**src/rtl/scsi_led_pkg.sv**
```systemverilog
package scsi_led_pkg;
  localparam int CTRL_W          = 8;
  localparam int STAT_W          = 8;
  localparam int CTRL_LED_EN_BIT = 5;
  localparam int CTRL_FETCH_BIT  = 6;
  localparam int STAT_CONN_BIT   = 3;

  // LED mode gate: LED enable set, fetch enable clear, no autodownload
  function automatic logic led_mode_on(input logic led_en, input logic fetch_en,
                                       input logic busy);
    return led_en & ~fetch_en & ~busy;
  endfunction

  // Next connected value: clearing wins over setting
  function automatic logic conn_next(input logic cur, input logic set_any,
                                     input logic clr_any);
    if (clr_any) return 1'b0;
    if (set_any) return 1'b1;
    return cur;
  endfunction
endpackage

```
**src/rtl/conn_tracker.sv**
```systemverilog
module conn_tracker
  import scsi_led_pkg::*;
(
  input  logic clk,
  input  logic rst_n,
  input  logic ev_sel_done,
  input  logic ev_resp_sel,
  input  logic ev_arb_won_ll,
  input  logic ev_disconnect,
  input  logic ev_bus_reset,
  output logic set_evt,
  output logic clr_evt,
  output logic connected
);
  logic conn_q;

  assign set_evt = ev_sel_done | ev_resp_sel | ev_arb_won_ll;
  assign clr_evt = ev_disconnect | ev_bus_reset;

  always_ff @(posedge clk) begin
    if (!rst_n) conn_q <= 1'b0;
    else        conn_q <= conn_next(conn_q, set_evt, clr_evt);
  end

  assign connected = conn_q;

  assert_set_sel_R2: assert property (@(posedge clk) disable iff (!rst_n)
    (ev_sel_done && !ev_disconnect && !ev_bus_reset) |=> connected);
  assert_set_resp_R3: assert property (@(posedge clk) disable iff (!rst_n)
    (ev_resp_sel && !ev_disconnect && !ev_bus_reset) |=> connected);
  assert_set_arb_R4: assert property (@(posedge clk) disable iff (!rst_n)
    (ev_arb_won_ll && !ev_disconnect && !ev_bus_reset) |=> connected);
  assert_clear_R5: assert property (@(posedge clk) disable iff (!rst_n)
    (ev_disconnect || ev_bus_reset) |=> !connected);
  assert_clear_wins_R6: assert property (@(posedge clk) disable iff (!rst_n)
    (clr_evt && set_evt) |=> !connected);
  assert_hold_R12: assert property (@(posedge clk) disable iff (!rst_n)
    (!ev_sel_done && !ev_resp_sel && !ev_arb_won_ll && !ev_disconnect && !ev_bus_reset)
    |=> $stable(connected));
endmodule

```
**src/rtl/led_gate.sv**
```systemverilog
module led_gate
  import scsi_led_pkg::*;
(
  input  logic              clk,
  input  logic              rst_n,
  input  logic [CTRL_W-1:0] pin_ctrl,
  input  logic              autoload_busy,
  output logic              led_active
);
  logic led_en, fetch_en;
  assign led_en     = pin_ctrl[CTRL_LED_EN_BIT];
  assign fetch_en   = pin_ctrl[CTRL_FETCH_BIT];
  assign led_active = led_mode_on(led_en, fetch_en, autoload_busy);

  // Any failing condition keeps the pin under software control
  assert_gate_blocks_R10: assert property (@(posedge clk) disable iff (!rst_n)
    (fetch_en || autoload_busy || !led_en) |-> !led_active);
endmodule

```
**src/rtl/pin_drive.sv**
```systemverilog
module pin_drive #(
  parameter int NUM_PINS = 5,
  parameter int LED_PIN  = 0
) (
  input  logic                clk,
  input  logic                rst_n,
  input  logic                led_active,
  input  logic                connected,
  input  logic [NUM_PINS-1:0] gpio_dout,
  input  logic [NUM_PINS-1:0] gpio_dir,
  output logic [NUM_PINS-1:0] pin_out,
  output logic [NUM_PINS-1:0] pin_oe
);
  logic [NUM_PINS-1:0] out_d, oe_d;

  for (genvar i = 0; i < NUM_PINS; i++) begin : g_pin
    if (i == LED_PIN) begin : g_led
      assign out_d[i] = led_active ? connected : gpio_dout[i];
      assign oe_d[i]  = led_active ? 1'b1      : gpio_dir[i];
    end else begin : g_plain
      assign out_d[i] = gpio_dout[i];
      assign oe_d[i]  = gpio_dir[i];
    end
    always_ff @(posedge clk) begin
      if (!rst_n) begin
        pin_out[i] <= 1'b0;
        pin_oe[i]  <= 1'b0;
      end else begin
        pin_out[i] <= out_d[i];
        pin_oe[i]  <= oe_d[i];
      end
    end
  end

  assert_led_shows_conn_R8: assert property (@(posedge clk) disable iff (!rst_n)
    led_active |=> (pin_out[LED_PIN] == $past(connected)));
  assert_led_drives_R9: assert property (@(posedge clk) disable iff (!rst_n)
    led_active |=> pin_oe[LED_PIN]);
  assert_sw_data_R10: assert property (@(posedge clk) disable iff (!rst_n)
    !led_active |=> (pin_out[LED_PIN] == $past(gpio_dout[LED_PIN])));
  assert_sw_dir_R10: assert property (@(posedge clk) disable iff (!rst_n)
    !led_active |=> (pin_oe[LED_PIN] == $past(gpio_dir[LED_PIN])));
endmodule

```
**src/rtl/scsi_link_led.sv**
```systemverilog
module scsi_link_led
  import scsi_led_pkg::*;
#(
  parameter int NUM_PINS = 5,
  parameter int LED_PIN  = 0
) (
  input  logic                clk,
  input  logic                rst_n,
  input  logic                ev_sel_done,
  input  logic                ev_resp_sel,
  input  logic                ev_arb_won_ll,
  input  logic                ev_disconnect,
  input  logic                ev_bus_reset,
  input  logic [CTRL_W-1:0]   pin_ctrl,
  input  logic                autoload_busy,
  input  logic [NUM_PINS-1:0] gpio_dout,
  input  logic [NUM_PINS-1:0] gpio_dir,
  output logic                connected,
  output logic [STAT_W-1:0]   status_byte,
  output logic [NUM_PINS-1:0] pin_out,
  output logic [NUM_PINS-1:0] pin_oe
);
  logic set_evt, clr_evt, led_active;

  conn_tracker u_conn (
    .clk(clk), .rst_n(rst_n),
    .ev_sel_done(ev_sel_done), .ev_resp_sel(ev_resp_sel),
    .ev_arb_won_ll(ev_arb_won_ll), .ev_disconnect(ev_disconnect),
    .ev_bus_reset(ev_bus_reset),
    .set_evt(set_evt), .clr_evt(clr_evt), .connected(connected)
  );

  led_gate u_gate (
    .clk(clk), .rst_n(rst_n), .pin_ctrl(pin_ctrl),
    .autoload_busy(autoload_busy), .led_active(led_active)
  );

  pin_drive #(.NUM_PINS(NUM_PINS), .LED_PIN(LED_PIN)) u_pins (
    .clk(clk), .rst_n(rst_n), .led_active(led_active), .connected(connected),
    .gpio_dout(gpio_dout), .gpio_dir(gpio_dir),
    .pin_out(pin_out), .pin_oe(pin_oe)
  );

  always_comb begin
    status_byte = '0;
    status_byte[STAT_CONN_BIT] = connected;
  end

  // Set and clear lines are observed only by the tracker and its assertions
  logic evt_unused;
  assign evt_unused = set_evt ^ clr_evt;

  assert_status_R7: assert property (@(posedge clk) disable iff (!rst_n)
    $countones(status_byte) <= 1);
endmodule

```
**config.mk**
```make
export PLATFORM = sky130hd
export DESIGN_NAME = scsi_link_led
export DESIGN_NICKNAME = d
export VERILOG_FILES = /design/src/rtl/scsi_led_pkg.sv /design/src/rtl/conn_tracker.sv /design/src/rtl/led_gate.sv /design/src/rtl/pin_drive.sv /design/src/rtl/scsi_link_led.sv
export SDC_FILE = /design/constraint.sdc
export NUM_CORES = 1
export LEC_CHECK = 0
export ABC_AREA = 1
export ABC_CLOCK_PERIOD_IN_PS = 800
export CAP_MARGIN = 30
export CORE_AREA = 8 8 45 47
export DETAILED_ROUTE_END_ITERATION = 10
export DIE_AREA = 0 0 53 55
export DONT_BUFFER_PORTS = 1
export PLACE_DENSITY = 0.58
export SLEW_MARGIN = 20
export SYNTH_ARGS = -nofsm -noshare
export SYNTH_HDL_FRONTEND = slang
export SYNTH_SLANG_ARGS = --single-unit
```
**constraint.sdc**
```tcl
create_clock -name clk -period 0.8 [get_ports clk]
set_input_delay 0.16 -clock clk [delete_from_list [all_inputs] [get_ports clk]]
set_output_delay 0.16 -clock clk [all_outputs]
set_load 0.05 [all_outputs]
```
==> results.md <==
* Met1 GRT Util at under 10%
* Final Slew Violations at 0
* Setup Skew at approximately 0.012 ps
* Post-layout net count at ~100
* Final setup vio count at 12
* Synth top area cells: dfxtp_1 (51%), buf_4 (14%), inv_1 (10%)
* Iteration-0 DRC Markers at 2
* RSZ-0062 raised after global routing: yes
* ANT cells at 0
* CP Capture Type: primary output
* Unique masters post-synth at 11
* Final WS setup at -144 ps
* Area Growth Syn to Fin at 84.3%
* Ports at 45
* HPWL Detailed at between 800 and 900 um
* Post-layout util at about 57%
* Num rows at 14
* Die Ht at 55 um
* MaxCap Viol Count at 0
* Vias post-DR at around 360
* Final min period at between 900 and 1000 ps
* Crit Path Max Fanout at 3
* Syn Area/Cell at 8.25 um^2
* Fin crit share at 118%
* Failing checks: setup timing
* Min-delay src: gpio_dir[0]
* Reg2reg path depth at 3
* # port buffers at 0
* YS warnings at 0
* Global route overflow at 0
* M2 GR Usage at approximately 14%
* Clk buf depth at 2
* First-pass GRT wire length at 1680 um
* Total Wirelength at 1170 um
* Routability cong. at 0.657
* Clock Sink Count at 11
* Critical path class: register to primary output
* Critical path origin: u_conn.connected
* Busiest grt layer: met2
* Worst path max stage delay at roughly 380 ps
* Final hold vios at 0
* Die Wd at ~53 um
* Crit path buf inv count at 1
* Crit start category: register
* CTS HTree Levels at 1
* Die area at slightly below 3000 um^2
* Synth top area share at about half
* Wirelength per Cell at roughly 13 um
* Critical path data arrival time at between 700 and 800 ps
* Total GRT Usage at under 10%
* Run status: complete, but fails checks
* #FFs+latches synth at 11
* PD cells at between 1500 and 2000 nW/um^2
* Avg Vias per Cell at 3.97
* Initial antenna violation count at 0
* RR Startpoint: u_conn.connected
* Largest net degree at the start of global routing at 11
* Cts bufs inserted at 3
* Setup TNS at -1320 ps
* VDD IR max at 0.688 mV
* End of the worst hold path: u_pins.pin_oe[0]
* WHS Path Cells at 2
* CP delay by family, top: flip-flops
* Cell count after synthesis at 52
* Worst hold path class: input port to register
* TritonRoute pass-1 iters at 2
* Critical Path RT at approximately 640 ps
* Slowest CP cell: dfxtp_4
* Core region area at roughly 1400 um^2
* Cell area after synthesis at 429 um^2
* Clock Latency Late Sink at between 200 and 300 ps
* Leakage at approximately 0.42 nW
* Antenna-violating nets left at 0
* Largest area contributor in the netlist: dfxtp_1
* Filler cell count at between 100 and 150
* CTS tree: done
* Clk pin slew, worst setup/hold paths at approximately 70 ps
* Starting Density at 31.0%
* Fmax at between 1 and 1.5 GHz
* Sequential cell area fraction in the yosys report at 51.3%
* Flop2flop setup slack at about 40 ps
* Met3 Use GR at just under 3%
* Crit-path cells: buf_12
* Clk root buf: clkbuf_4
* Worst R2R End: u_conn.connected
* Drc violations at 0
* Share of layout cells above drive strength 1 at ~41%
* Vias in the first global route at between 300 and 400
[what timing repair did]
action                                 CTS  global route
hold buffers                             9             0
pin swaps                                0             0
setup buffers                            1             0
gates resized for setup                 11             2
gates cloned                             0             0
setup endpoints to repair               12            22
endpoints found under the hold margin   10             0
[logic make-up (layout without fill, tap and decap cells)]
logic type      after synthesis  count (layout)  synth area share (%)
simple gates                 17              17                  16.9
flops                        11              11                  51.3
buf+inv                      21              38                  27.1
compound gates                2               2                  3.79
other cells                   1               7                 0.874
[routing by layer]
metal | share of wire [%] | vias to the layer above
li1 | - | 177
met1 | 32 | 154
met2 | 50 | 26
met3 | 14 | 4
met4 | 3.7 | 0
met5 | 0 | -
[through the flow]
| stage | power (W) | cells | area [um^2] | hold WS, ps | setup slack [ps] |
|---|---|---|---|---|---|
| 2_1_floorplan | 0.000858 | 58 | 459 | 253 | 28.2 |
| 3_3_place_gp | 0.000967 | 77 | 644 | 256 | 136 |
| 3_5_place_dp | 0.000972 | 77 | 644 | 259 | 125 |
| 4_1_cts | 0.00141 | 91 | 783 | 18.7 | -156 |
| 5_1_grt | 0.00145 | 91 | 791 | 15.4 | -165 |
| 6_report | 0.00139 | 91 | 791 | 24.3 | -144 |
[flip-flops by register name, summed over array words and instances (netlist names)]
signal	count
u_pins.pin_oe	5
u_pins.pin_out	5
u_conn.connected	1
[report_power, final]
part           internal (W)  total (W)  switching [W]
logic              0.000169   0.000407       0.000237
registers          0.000582   0.000609      0.0000264
clock network      0.000193   0.000379       0.000186
total              0.000945    0.00139       0.000449
[cell usage after synthesis]
| master | number |
|---|---|
| a21boi_0 | 1 |
| dfxtp_1 | 11 |
| buf_6 | 1 |
| inv_1 | 12 |
| buf_4 | 8 |
| nor2_1 | 5 |
| a21oi_2 | 1 |
| nand3_2 | 1 |
| nand2_2 | 1 |
| nand2_1 | 10 |
| conb_1 | 1 |
[cells in the final DEF (no fill, tap or decap)]
cell,count
dfxtp_4,1
buf_4,1
nor2_1,4
dfxtp_2,10
clkbuf_4,3
buf_12,12
a21boi_0,1
clkbuf_1,1
nand2_2,1
nand3_2,1
dlymetal6s4s_1,1
inv_1,12
nand2_1,10
a21oi_2,1
dlygate4sd3_1,8
conb_1,7
nor2_4,1
[how the worst max path moves through the flow]
stage	end	slack, ps	cells after the start
finish	status_byte[3]	-140	1
global route	status_byte[3]	-160	1
CTS	status_byte[3]	-160	1
floorplan	status_byte[3]	30	1
global placement	u_conn.connected	140	2
detailed placement	u_conn.connected	130	2
[cell type report]
cell class	count	area [um^2]	area share, %
repair buffers	22	340	43.0
flip-flops and latches	11	236	29.9
multi-input cells	26	123	15.5
inverters	12	45.0	5.70
clock buffers	4	26.3	3.32
well taps	16	20.0	2.53
[worst register-to-register path: stages, from the launching register on]
cell and delay [ps]:
dfxtp_4 370, buf_4 150, nor2_4 100, a21oi_2 50
(Power assumes the default switching activity.)
